`src/rtl/dmac_pkg.sv`:
```
// Package: shared constants of the DMA channel control register file.
// Assumes a 10-bit register address and 32-bit data on the control bus.
package dmac_pkg;
    localparam int DW = 32;
    localparam int AW = 10;

    localparam logic [AW-1:0] A_CFG     = 10'h180;
    localparam logic [AW-1:0] A_ERR     = 10'h181;
    localparam logic [AW-1:0] A_IEN     = 10'h182;
    localparam logic [AW-1:0] A_TX_ASET = 10'h184;
    localparam logic [AW-1:0] A_TX_ARST = 10'h185;
    localparam logic [AW-1:0] A_TX_EOB  = 10'h186;
    localparam logic [AW-1:0] A_TX_DERR = 10'h187;
    localparam logic [AW-1:0] A_RX_ASET = 10'h190;
    localparam logic [AW-1:0] A_RX_ARST = 10'h191;
    localparam logic [AW-1:0] A_RX_EOB  = 10'h192;
    localparam logic [AW-1:0] A_RX_DERR = 10'h193;

    // Window bases; each is aligned to 32 registers
    localparam logic [AW-1:0] A_TX_PTR  = 10'h1A0;
    localparam logic [AW-1:0] A_RX_PTR  = 10'h1C0;
    localparam logic [AW-1:0] A_RX_SIZE = 10'h1E0;

    localparam logic [DW-1:0] M_CFG    = 32'h00FF_C087;
    localparam logic [DW-1:0] M_IEN    = 32'h0000_001F;
    localparam logic [DW-1:0] M_TX_ACT = 32'hF000_0000;
    localparam logic [DW-1:0] M_RX_ACT = 32'hC000_0000;
    localparam logic [DW-1:0] M_SIZE   = 32'h0000_00FF;
    localparam logic [DW-1:0] M_PTR    = 32'hFFFF_FFFF;

    localparam logic [DW-1:0] CFG_RST  = 32'h0007_C000;
    localparam int            SOFT_BIT = 31;

    // Interrupt-enable bit positions
    localparam int IE_SYS  = 0;
    localparam int IE_TXEB = 1;
    localparam int IE_RXEB = 2;
    localparam int IE_DERR = 3;
endpackage

```
`src/rtl/dmac_status_bank.sv`:
```
// Module: one status word whose bits are set by hardware strobes and cleared
// by writing ones. Precedence: soft clear first, then set, then write-one-clear.
// Assumes set_vec is a one-cycle strobe vector already aligned to the word.
module dmac_status_bank #(
    parameter int W = 32
) (
    input  logic         clk,
    input  logic         rst_n,
    input  logic         soft_clr,
    input  logic         clr_we,
    input  logic [W-1:0] clr_mask,
    input  logic [W-1:0] set_vec,
    output logic [W-1:0] q
);
    logic [W-1:0] clr_eff;

    // Bits removed by the current write, if any
    always_comb clr_eff = clr_we ? clr_mask : '0;

    // Status word update with set-over-clear precedence
    always_ff @(posedge clk) begin
        if (!rst_n)        q <= '0;
        else if (soft_clr) q <= '0;
        else               q <= (q & ~clr_eff) | set_vec;
    end

    // a strobed bit is set in the next cycle even if written as one
    p_set_wins_r8: assert property (@(posedge clk) disable iff (!rst_n)
        (!soft_clr && set_vec != '0) |=> ((q & $past(set_vec)) == $past(set_vec)));

    // a bit written as one and not strobed is clear in the next cycle
    p_w1c_r7: assert property (@(posedge clk) disable iff (!rst_n)
        (clr_we && !soft_clr) |=> ((q & $past(clr_mask & ~set_vec)) == '0));

    // soft clear empties the word
    p_soft_clr_r10: assert property (@(posedge clk) disable iff (!rst_n)
        soft_clr |=> (q == '0));
endmodule

```
`src/rtl/dmac_chan_window.sv`:
```
// Module: a window of N per-channel registers with a keep mask on writes.
// Assumes the window base is 32-aligned so idx is the low 5 address bits;
// indices at or beyond N read zero and ignore writes.
module dmac_chan_window
    import dmac_pkg::*;
#(
    parameter int            N    = 4,
    parameter logic [DW-1:0] KEEP = M_PTR
) (
    input  logic          clk,
    input  logic          rst_n,
    input  logic          sel,
    input  logic          we,
    input  logic [4:0]    idx,
    input  logic [DW-1:0] wdata,
    output logic          hit,
    output logic [DW-1:0] rdata
);
    localparam int IW = 6;

    logic [DW-1:0] q [N];

    // Address falls inside the populated part of the window
    always_comb hit = sel && ({1'b0, idx} < IW'(N));

    // Read mux over the populated channels
    always_comb begin
        rdata = '0;
        for (int i = 0; i < N; i++) begin
            if (hit && idx == 5'(i)) rdata = q[i];
        end
    end

    for (genvar g = 0; g < N; g++) begin : g_chan
        // Per-channel register store; hard reset only
        always_ff @(posedge clk) begin
            if (!rst_n)                          q[g] <= '0;
            else if (hit && we && idx == 5'(g))  q[g] <= wdata & KEEP;
        end

        // a write to channel g is visible in the next cycle, masked
        p_win_store_r4: assert property (@(posedge clk) disable iff (!rst_n)
            (sel && we && idx == 5'(g)) |=> (q[g] == $past(wdata & KEEP)));
    end
endmodule

```
`src/rtl/dma_ctl_regfile.sv`:
```
// Module: control/status register file of a multi-channel DMA access layer.
// Holds configuration, enables, channel-active words, five event status
// words and per-channel pointer/size windows; drives four gated interrupts.
// Assumes TX_CHANS <= 32 and RX_CHANS <= 32; channel i maps to bit 31-i.
module dma_ctl_regfile
    import dmac_pkg::*;
#(
    parameter int TX_CHANS = 4,
    parameter int RX_CHANS = 2
) (
    input  logic                clk,
    input  logic                rst_n,
    input  logic                bus_req,
    input  logic                bus_we,
    input  logic [AW-1:0]       bus_addr,
    input  logic [DW-1:0]       bus_wdata,
    output logic [DW-1:0]       bus_rdata,
    output logic                bus_rvalid,
    input  logic [TX_CHANS-1:0] tx_eob_evt,
    input  logic [TX_CHANS-1:0] tx_derr_evt,
    input  logic [RX_CHANS-1:0] rx_eob_evt,
    input  logic [RX_CHANS-1:0] rx_derr_evt,
    input  logic [DW-1:0]       err_evt,
    output logic                irq_tx_eob,
    output logic                irq_rx_eob,
    output logic                irq_desc_err,
    output logic                irq_sys_err
);
    localparam int WIN_LSB = 5;

    logic          wr, rd, soft_clr;
    logic [DW-1:0] cfg_q, ien_q, tx_aset_q, tx_arst_q, rx_aset_q, rx_arst_q;
    logic [DW-1:0] err_q, tx_eob_q, tx_derr_q, rx_eob_q, rx_derr_q;
    logic [DW-1:0] tx_eob_set, tx_derr_set, rx_eob_set, rx_derr_set;
    logic          sel_txp, sel_rxp, sel_rxs;
    logic          hit_txp, hit_rxp, hit_rxs;
    logic [DW-1:0] rd_txp, rd_rxp, rd_rxs, rd_mux;

    // Bus strobes and the soft-reset trigger
    always_comb begin
        wr       = bus_req && bus_we;
        rd       = bus_req && !bus_we;
        soft_clr = wr && bus_addr == A_CFG && bus_wdata[SOFT_BIT];
    end

    // Map channel strobes onto status bits, channel i at bit 31-i
    always_comb begin
        tx_eob_set  = '0;
        tx_derr_set = '0;
        rx_eob_set  = '0;
        rx_derr_set = '0;
        for (int i = 0; i < TX_CHANS; i++) begin
            tx_eob_set[DW-1-i]  = tx_eob_evt[i];
            tx_derr_set[DW-1-i] = tx_derr_evt[i];
        end
        for (int i = 0; i < RX_CHANS; i++) begin
            rx_eob_set[DW-1-i]  = rx_eob_evt[i];
            rx_derr_set[DW-1-i] = rx_derr_evt[i];
        end
    end

    // Plain masked registers: configuration, enables, active words
    always_ff @(posedge clk) begin
        if (!rst_n) begin
            cfg_q     <= CFG_RST;
            ien_q     <= '0;
            tx_aset_q <= '0;
            tx_arst_q <= '0;
            rx_aset_q <= '0;
            rx_arst_q <= '0;
        end else begin
            if (soft_clr) begin
                ien_q     <= '0;
                tx_aset_q <= '0;
                tx_arst_q <= '0;
                rx_aset_q <= '0;
                rx_arst_q <= '0;
            end
            if (wr) begin
                case (bus_addr)
                    A_CFG:     cfg_q     <= bus_wdata & M_CFG;
                    A_IEN:     ien_q     <= bus_wdata & M_IEN;
                    A_TX_ASET: tx_aset_q <= bus_wdata & M_TX_ACT;
                    A_TX_ARST: tx_arst_q <= bus_wdata & M_TX_ACT;
                    A_RX_ASET: rx_aset_q <= bus_wdata & M_RX_ACT;
                    A_RX_ARST: rx_arst_q <= bus_wdata & M_RX_ACT;
                    default: ;
                endcase
            end
        end
    end

    dmac_status_bank #(.W(DW)) u_err (
        .clk(clk), .rst_n(rst_n), .soft_clr(soft_clr),
        .clr_we(wr && bus_addr == A_ERR), .clr_mask(bus_wdata),
        .set_vec(err_evt), .q(err_q));
    dmac_status_bank #(.W(DW)) u_tx_eob (
        .clk(clk), .rst_n(rst_n), .soft_clr(soft_clr),
        .clr_we(wr && bus_addr == A_TX_EOB), .clr_mask(bus_wdata),
        .set_vec(tx_eob_set), .q(tx_eob_q));
    dmac_status_bank #(.W(DW)) u_tx_derr (
        .clk(clk), .rst_n(rst_n), .soft_clr(soft_clr),
        .clr_we(wr && bus_addr == A_TX_DERR), .clr_mask(bus_wdata),
        .set_vec(tx_derr_set), .q(tx_derr_q));
    dmac_status_bank #(.W(DW)) u_rx_eob (
        .clk(clk), .rst_n(rst_n), .soft_clr(soft_clr),
        .clr_we(wr && bus_addr == A_RX_EOB), .clr_mask(bus_wdata),
        .set_vec(rx_eob_set), .q(rx_eob_q));
    dmac_status_bank #(.W(DW)) u_rx_derr (
        .clk(clk), .rst_n(rst_n), .soft_clr(soft_clr),
        .clr_we(wr && bus_addr == A_RX_DERR), .clr_mask(bus_wdata),
        .set_vec(rx_derr_set), .q(rx_derr_q));

    // Window selects from the upper address bits
    always_comb begin
        sel_txp = bus_req && bus_addr[AW-1:WIN_LSB] == A_TX_PTR[AW-1:WIN_LSB];
        sel_rxp = bus_req && bus_addr[AW-1:WIN_LSB] == A_RX_PTR[AW-1:WIN_LSB];
        sel_rxs = bus_req && bus_addr[AW-1:WIN_LSB] == A_RX_SIZE[AW-1:WIN_LSB];
    end

    dmac_chan_window #(.N(TX_CHANS), .KEEP(M_PTR)) u_tx_ptr (
        .clk(clk), .rst_n(rst_n), .sel(sel_txp), .we(bus_we),
        .idx(bus_addr[WIN_LSB-1:0]), .wdata(bus_wdata),
        .hit(hit_txp), .rdata(rd_txp));
    dmac_chan_window #(.N(RX_CHANS), .KEEP(M_PTR)) u_rx_ptr (
        .clk(clk), .rst_n(rst_n), .sel(sel_rxp), .we(bus_we),
        .idx(bus_addr[WIN_LSB-1:0]), .wdata(bus_wdata),
        .hit(hit_rxp), .rdata(rd_rxp));
    dmac_chan_window #(.N(RX_CHANS), .KEEP(M_SIZE)) u_rx_size (
        .clk(clk), .rst_n(rst_n), .sel(sel_rxs), .we(bus_we),
        .idx(bus_addr[WIN_LSB-1:0]), .wdata(bus_wdata),
        .hit(hit_rxs), .rdata(rd_rxs));

    // Read mux; unmapped addresses give zero
    always_comb begin
        case (bus_addr)
            A_CFG:     rd_mux = cfg_q;
            A_ERR:     rd_mux = err_q;
            A_IEN:     rd_mux = ien_q;
            A_TX_ASET: rd_mux = tx_aset_q;
            A_TX_ARST: rd_mux = tx_arst_q;
            A_TX_EOB:  rd_mux = tx_eob_q;
            A_TX_DERR: rd_mux = tx_derr_q;
            A_RX_ASET: rd_mux = rx_aset_q;
            A_RX_ARST: rd_mux = rx_arst_q;
            A_RX_EOB:  rd_mux = rx_eob_q;
            A_RX_DERR: rd_mux = rx_derr_q;
            default:   rd_mux = hit_txp ? rd_txp :
                                hit_rxp ? rd_rxp :
                                hit_rxs ? rd_rxs : '0;
        endcase
    end

    // Registered read return
    always_ff @(posedge clk) begin
        if (!rst_n) begin
            bus_rdata  <= '0;
            bus_rvalid <= 1'b0;
        end else begin
            bus_rvalid <= rd;
            if (rd) bus_rdata <= rd_mux;
        end
    end

    // Gated interrupt levels
    always_comb begin
        irq_sys_err  = ien_q[IE_SYS]  && (err_q != '0);
        irq_tx_eob   = ien_q[IE_TXEB] && (tx_eob_q != '0);
        irq_rx_eob   = ien_q[IE_RXEB] && (rx_eob_q != '0);
        irq_desc_err = ien_q[IE_DERR] && ((tx_derr_q | rx_derr_q) != '0);
    end

    // every read request is answered in the next cycle
    p_rvalid_r2: assert property (@(posedge clk) disable iff (!rst_n)
        rd |=> bus_rvalid);

    // writes never produce read data
    p_no_rvalid_wr_r2: assert property (@(posedge clk) disable iff (!rst_n)
        (!rd) |=> !bus_rvalid);

    // soft reset leaves enables and active words cleared
    p_soft_state_r10: assert property (@(posedge clk) disable iff (!rst_n)
        soft_clr |=> (ien_q == '0 && tx_aset_q == '0 && rx_aset_q == '0));

    // no interrupt while every enable is off
    p_irq_gate_r9: assert property (@(posedge clk) disable iff (!rst_n)
        (ien_q == '0) |-> !(irq_sys_err || irq_tx_eob || irq_rx_eob || irq_desc_err));
endmodule

```
`config.mk`:
```
export PLATFORM = sky130hd
export DESIGN_NAME = dma_ctl_regfile
export DESIGN_NICKNAME = d
export VERILOG_FILES = /design/src/rtl/dmac_pkg.sv /design/src/rtl/dmac_status_bank.sv /design/src/rtl/dmac_chan_window.sv /design/src/rtl/dma_ctl_regfile.sv
export SDC_FILE = /design/constraint.sdc
export NUM_CORES = 1
export LEC_CHECK = 0
export ABC_AREA = 1
export BUFFER_PORTS_ARGS = -buffer_cell sky130_fd_sc_hd__clkbuf_2
export CAP_MARGIN = 25
export CORE_UTILIZATION = 55
export DETAILED_ROUTE_END_ITERATION = 16
export PLACE_DENSITY = 0.73
export SYNTH_ARGS = -nofsm -noshare
export SYNTH_HDL_FRONTEND = slang
export SYNTH_SLANG_ARGS = --single-unit
```
`constraint.sdc`:
```
create_clock -name clk -period 5.6 [get_ports clk]
set_input_delay 1.12 -clock clk [delete_from_list [all_inputs] [get_ports clk]]
set_output_delay 1.12 -clock clk [all_outputs]
set_load 0.01 [all_outputs]
```
Word level (Yosys, flattened, before mapping)
Memory sizes are Yosys's and may differ from the RTL's.
Cells that the tools add are included.
{"block": "word_totals", "register_bits": 367, "mem_bits_rw": 208, "inputBits": 90, "output_inout_bits": 37, "elab_cells": 171, "mem_count": 3}
{"name": "u_tx_ptr.q", "words": 4, "word_bits": 32, "read_ports": 4, "rd_clocked_by_memory_dff": 0, "wr": 4, "line": "dmac_chan_window.sv:21", "source": "logic [DW-1:0] q [N];"}
{"name": "u_rx_ptr.q", "words": 2, "word_bits": 32, "read_ports": 2, "rd_clocked_by_memory_dff": 0, "wr": 2, "line": "dmac_chan_window.sv:21"}
{"name": "u_rx_size.q", "words": 2, "word_bits": 8, "read_ports": 2, "rd_clocked_by_memory_dff": 0, "wr": 2, "line": "dmac_chan_window.sv:21"}
{"block": "classes", "order_cmp": 2, "eq_ne": 17, "muxes": 65, "n_bitwise": 25, "reduce_logical": 46}
{"cell": "$mux W32", "count": 37}
{"cell": "$pmux W32 S11", "count": 1}
{"cell": "$or A32 B32 Y32", "count": 6}
{"cell": "$and A32 B32 Y32", "count": 5}
{"cell": "$not A32 Y32", "count": 5}
{"cell": "$reduce_bool A32 Y1", "count": 4}
{"cell": "$eq A10 B9 Y1 const B", "count": 11}
{"cell": "$logic_and A1 B1 Y1", "count": 38}
{"cell": "$mux W1", "count": 25}
{"cell": "$mux W8", "count": 2}
{"cell": "$eq A5 B4 Y1 const B", "count": 3}
{"cell": "$eq A5 B2 Y1 const B", "count": 2}
{"cell": "$or A1 B1 Y1", "count": 8}
{"cell": "$eq A5 B1 Y1 const B", "count": 1}
{"cell": "$logic_not A5 Y1", "count": 1}
{"cell": "$lt A5 B2 Y1 const B", "count": 1}
{"cell": "$lt A5 B3 Y1 const B", "count": 1}
{"cell": "$reduce_and A2 Y1", "count": 1}
{"cell": "$reduce_or A2 Y1", "count": 1}
{"cell": "$logic_not A1 Y1", "count": 1}
{"cell": "$not A1 Y1", "count": 1}

Depth between registers and ports, before layout
{"block": "depth", "word_depth": 10, "mapped_depth": 15, "depth_no_buf": 13}

Cells and area by module
A second synthesis with hierarchy kept.
{"block": "unflattened", "cells_unflattened": 3538, "area_unflattened_um2": 27014.7}
{"module": "dma_ctl_regfile", "n_inst": 1, "cells_per_inst": 1791, "area_each_um2": 11222.0, "seq_area_each_um2": 4144.0}
{"module": "dmac_status_bank", "n_inst": 5, "cells_per_inst": 168, "area_each_um2": 1242.4, "seq_area_each_um2": 640.6}
{"module": "dmac_chan_window (u_tx_ptr)", "n_inst": 1, "cells_per_inst": 518, "area_each_um2": 5689.2, "seq_area_each_um2": 3843.7}
{"module": "dmac_chan_window (u_rx_ptr)", "n_inst": 1, "cells_per_inst": 284, "area_each_um2": 2951.6, "seq_area_each_um2": 1921.8}
{"module": "dmac_chan_window (u_rx_size)", "n_inst": 1, "cells_per_inst": 105, "area_each_um2": 939.7, "seq_area_each_um2": 480.5}

Worst setup path before layout
Ideal clock, no wire load.
{"block": "synth_path", "kind": "input to register", "start": "in bus_addr[8]", "end": "mem u_tx_ptr.q[2][0], enable pin", "setup_ps": 466, "arrival_ps": 4284, "required_time_ps": 5134, "path_slack_ps": 850, "stages": 8, "path_buffers": 0, "cell_sequence": "inv_2 -> nor2_4 -> nand2_2 -> nor2_4 -> nand2_2 -> nor2_4 -> inv_1 -> o21ai_0"}
{"element": "start: declaration", "line": "dma_ctl_regfile.sv:15", "source": "input logic [AW-1:0] bus_addr,"}
{"element": "end: declaration", "line": "dmac_chan_window.sv:21"}

Worst setup path in the final report
{"block": "layout_path", "start": "reg u_rx_eob.q[29]", "end": "out irq_rx_eob"}
{"block": "layout_between", "elab_chain_len": 2}
{"element": "start: declaration", "line": "dmac_status_bank.sv:13", "source": "output logic [W-1:0] q"}
{"element": "start signal: assignment", "line": "dmac_status_bank.sv:24", "source": "else q <= (q & ~clr_eff) | set_vec;"}
{"element": "$reduce_bool A32 Y1", "line": "dma_ctl_regfile.sv:169", "source": "irq_rx_eob = ien_q[IE_RXEB] && (rx_eob_q != '0);"}
{"element": "$logic_and A1 B1 Y1", "line": "dma_ctl_regfile.sv:169"}
{"element": "end: declaration", "line": "dma_ctl_regfile.sv:25", "source": "output logic irq_rx_eob,"}
No other way between the ends.

==> impl_metrics.tcl <==
set metrics [dict create \
    relSlewSlack 0.262 \
    end_kind "output pin" \
    path_delay_family "simple AND/OR/NAND/NOR gates" \
    cp_cell_sequence "or2_2 > nor4_1 > and3_1 > a41oi_1 > clkbuf_2" \
    drive_gt1_frac 0.118 \
    max_slew.worst_pin.slew_ns 1.10 \
    clkSinkCount 575 \
    synth_largest_area_cell "dfxtp_1" \
    final.period_utilization 0.734 \
    cellPowerDensity_nw_per_um2 337 \
    ctsHoldBuffers 0 \
    grt_max_degree 121 \
    r2r_slack_ns 4.02 \
    die_h_um 214 \
    ir_drop_uv 261 \
    setup_viol 0 \
    vias 22400 \
    combPwrFrac 0.040 \
    synthesis.nets 3027 \
    clk_pin_slew_ns 0.07 \
    rsz0062_at_grt "false" \
    routed_wirelength_um 81200 \
    synth_seq_cells 575 \
    crit_cells 5 \
    drv_cap 0 \
    synth.area.top_cells "dfxtp_1, edfxtp_1, nor2_1, nand2_1, nand4_1" \
    min_period_ns 4.11 \
    ys_top_cells_by_count "nor2_1, nand2_1, dfxtp_1, nand4_1, edfxtp_1" \
    syn_area_sq_um 24800 \
    design_area_sq_um 27900 \
    max_clock_freq_mhz 243 \
    post-route-drc-count 0 \
    first_pass_iters 8 \
    crit_path_top_delay_cell "nor4_1" \
    fillers 3686 \
    r2r_cells 8 \
    criticalPathCategory "reg2out" \
    synth_cells 2937 \
    power.leakage_uw 0.0110 \
    diodes 0 \
    row_count 77 \
    cts_tree "yes" \
    grt_overflow 0 \
    cpPeakStageDelay_ns 0.82 \
    r2r_start "u_rx_eob.q[31]$_SDFF_PP0_" \
    yosysMostFrequentCell "nor2_1" \
    pwr-share-seq 0.475 \
    post_drt_wl_per_cell_um 22.5 \
    finalClockSkew_ns 0.0102 \
    hold_viol_final 0 \
    first_global_vias 20900 \
    utilization 0.630 \
    core_sq_um 44300 \
    holdWs_ns 0.443 \
    start_kind "flip-flop" \
    clock_latency_ns 0.63 \
    cts.root.buffer_cell "clkbuf_16" \
    first_iter_violations 3212 \
    p_sw_frac 0.219 \
    syn_to_final_growth_pct 12.8 \
    worstSetupStartpoint "u_rx_eob.q[29]$_SDFF_PP0_" \
    grtUsageTotal 0.349 \
    cp_num_buf_inv 1 \
    nNetsFinal 3059 \
    initial_core_util 0.559 \
    hpwl_um 53600 \
    die_area_sq_um 45900 \
    path_max_fanout 3 \
    worstPathArrival_ns 2.99 \
    io_pins 127 \
    antenna_found_initial 2 \
    crit_end "irq_rx_eob" \
    ys.flop_type "dfxtp_1" \
    status "complete, no violations" \
    setup_tns_ns 0 \
    slew_viol_final 0 \
    cts_made_buffers 58 \
    synth_top_area_frac 0.297 \
    post-cts-setup-buffers 0 \
    regToRegEndpoint "bus_rdata[31]$_SDFFE_PN0P_" \
    h-tree-depth 2 \
    viasPerCell 6.20 \
    clockPowerShare 0.485 \
    place_area_sq_um 25600 \
    ys_seq_area_frac 0.549 \
    ys_types 34 \
    die_x_um 214 \
    p_int_uw 7350 \
    clock_path_buffers 3 \
    ctsResizeCount 0 \
    synth_warnings 0 \
    synth_edf_count 208 \
    portBuffers 126 \
    p_sw_uw 2060 \
    grt_pass1_wl_um 122000 \
    hold_class "reg2reg" \
    synthArstFlopShare 0 \
    place.gp.congestion 0.984 \
    ant_nets 0 \
    required_ns 4.48 \
    syn_area_per_cell_sq_um 8.43 \
]
## power groups by stage
stage / logic (uW) / clock network (uW) / registers, uW
2_1_floorplan: 213 / 0 / 4540
3_3_place_gp: 352 / 0 / 4550
3_5_place_dp: 360 / 0 / 4560
4_1_cts: 363 / 4560 / 4470
5_1_grt: 393 / 4740 / 4470
6_report: 375 / 4560 / 4470
## placed cells by master, fill, tap and decap left out, drive strengths merged
cell type,count
nor4,34
o22ai,17
bufinv,12
a211oi,31
clkinvlp,3
edfxtp,208
and3,2
or2,3
o21a,2
buf,48
nor3,40
nand2,487
nor2,555
o21ai,192
inv,207
a41oi,1
nand3,140
nand4,240
clkinv,25
clkbuf,206
nor3b,88
a21oi,111
dfxtp,367
## state kept, by name (all words and copies together) (netlist names)
| register | cells |
|---|---|
| u_rx_eob.q | 32 |
| u_tx_eob.q | 32 |
| u_rx_ptr.q | 64 |
| u_rx_size.q | 16 |
| bus_rdata | 32 |
| rx_aset_q | 32 |
| cfg_q | 14 |
| u_err.q | 32 |
| u_tx_derr.q | 32 |
| ien_q | 32 |
| u_tx_ptr.q | 128 |
| u_rx_derr.q | 32 |
| bus_rvalid | 1 |
| tx_aset_q | 32 |
| rx_arst_q | 32 |
| tx_arst_q | 32 |
## tightest hold or removal path: cells and delay by family, from the launching register on
kind | cells | cell delay [ns]
flops | 1 | 0.30
buf+inv | 1 | 0.06
simple gates | 1 | 0.05
## cell type report
type	instances	area [sq um]	share of cell area
Tap cell	592	741	0.0265
Clock inverter	30	469	0.0168
Multi-Input combinational cell	1943	9420	0.337
Timing Repair Buffer	174	1040	0.0373
Clock buffer	80	1840	0.0659
Inverter	217	815	0.0292
Sequential cell	575	13600	0.487
## how the worst min path moves through the flow
stage | startpoint | end | slack, ns | cells past startpoint
detailed placement | ien_q[8]$_SDFF_PN0_ | ien_q[8]$_SDFF_PN0_ | 0.43 | 2
global placement | tx_aset_q[6]$_SDFF_PN0_ | tx_aset_q[6]$_SDFF_PN0_ | 0.43 | 2
finish | ien_q[8]$_SDFF_PN0_ | ien_q[8]$_SDFF_PN0_ | 0.44 | 2
CTS | ien_q[8]$_SDFF_PN0_ | ien_q[8]$_SDFF_PN0_ | 0.44 | 2
floorplan | ien_q[10]$_SDFF_PN0_ | ien_q[10]$_SDFF_PN0_ | 0.42 | 2
global route | ien_q[14]$_SDFF_PN0_ | ien_q[14]$_SDFF_PN0_ | 0.46 | 2
## stage by stage
step | setup WS [ns] | cells | total power [uW]
6_report | 1.49 | 3611 | 9410
5_1_grt | 1.59 | 3611 | 9610
4_1_cts | 1.67 | 3610 | 9390
3_5_place_dp | 1.48 | 3500 | 4920
3_3_place_gp | 1.54 | 3498 | 4910
2_1_floorplan | 0.850 | 2937 | 4760
## cell families (layout without fill, tap and decap cells)
logic type | after synthesis | in the layout | synth area share
AO/OA/AOI/OAI | 354 | 354 | 0.0759
buffers and inverters | 419 | 501 | 0.0729
flip-flops | 575 | 575 | 0.549
AND/OR/NAND/NOR | 1589 | 1589 | 0.302
## routing by layer
layer  part of all wire  GRT usage
met5            0.00028          0
met4              0.059      0.200
met3               0.12     0.0769
met2               0.45      0.541
met1               0.38      0.451
Power figures use the tool's default switching activity.
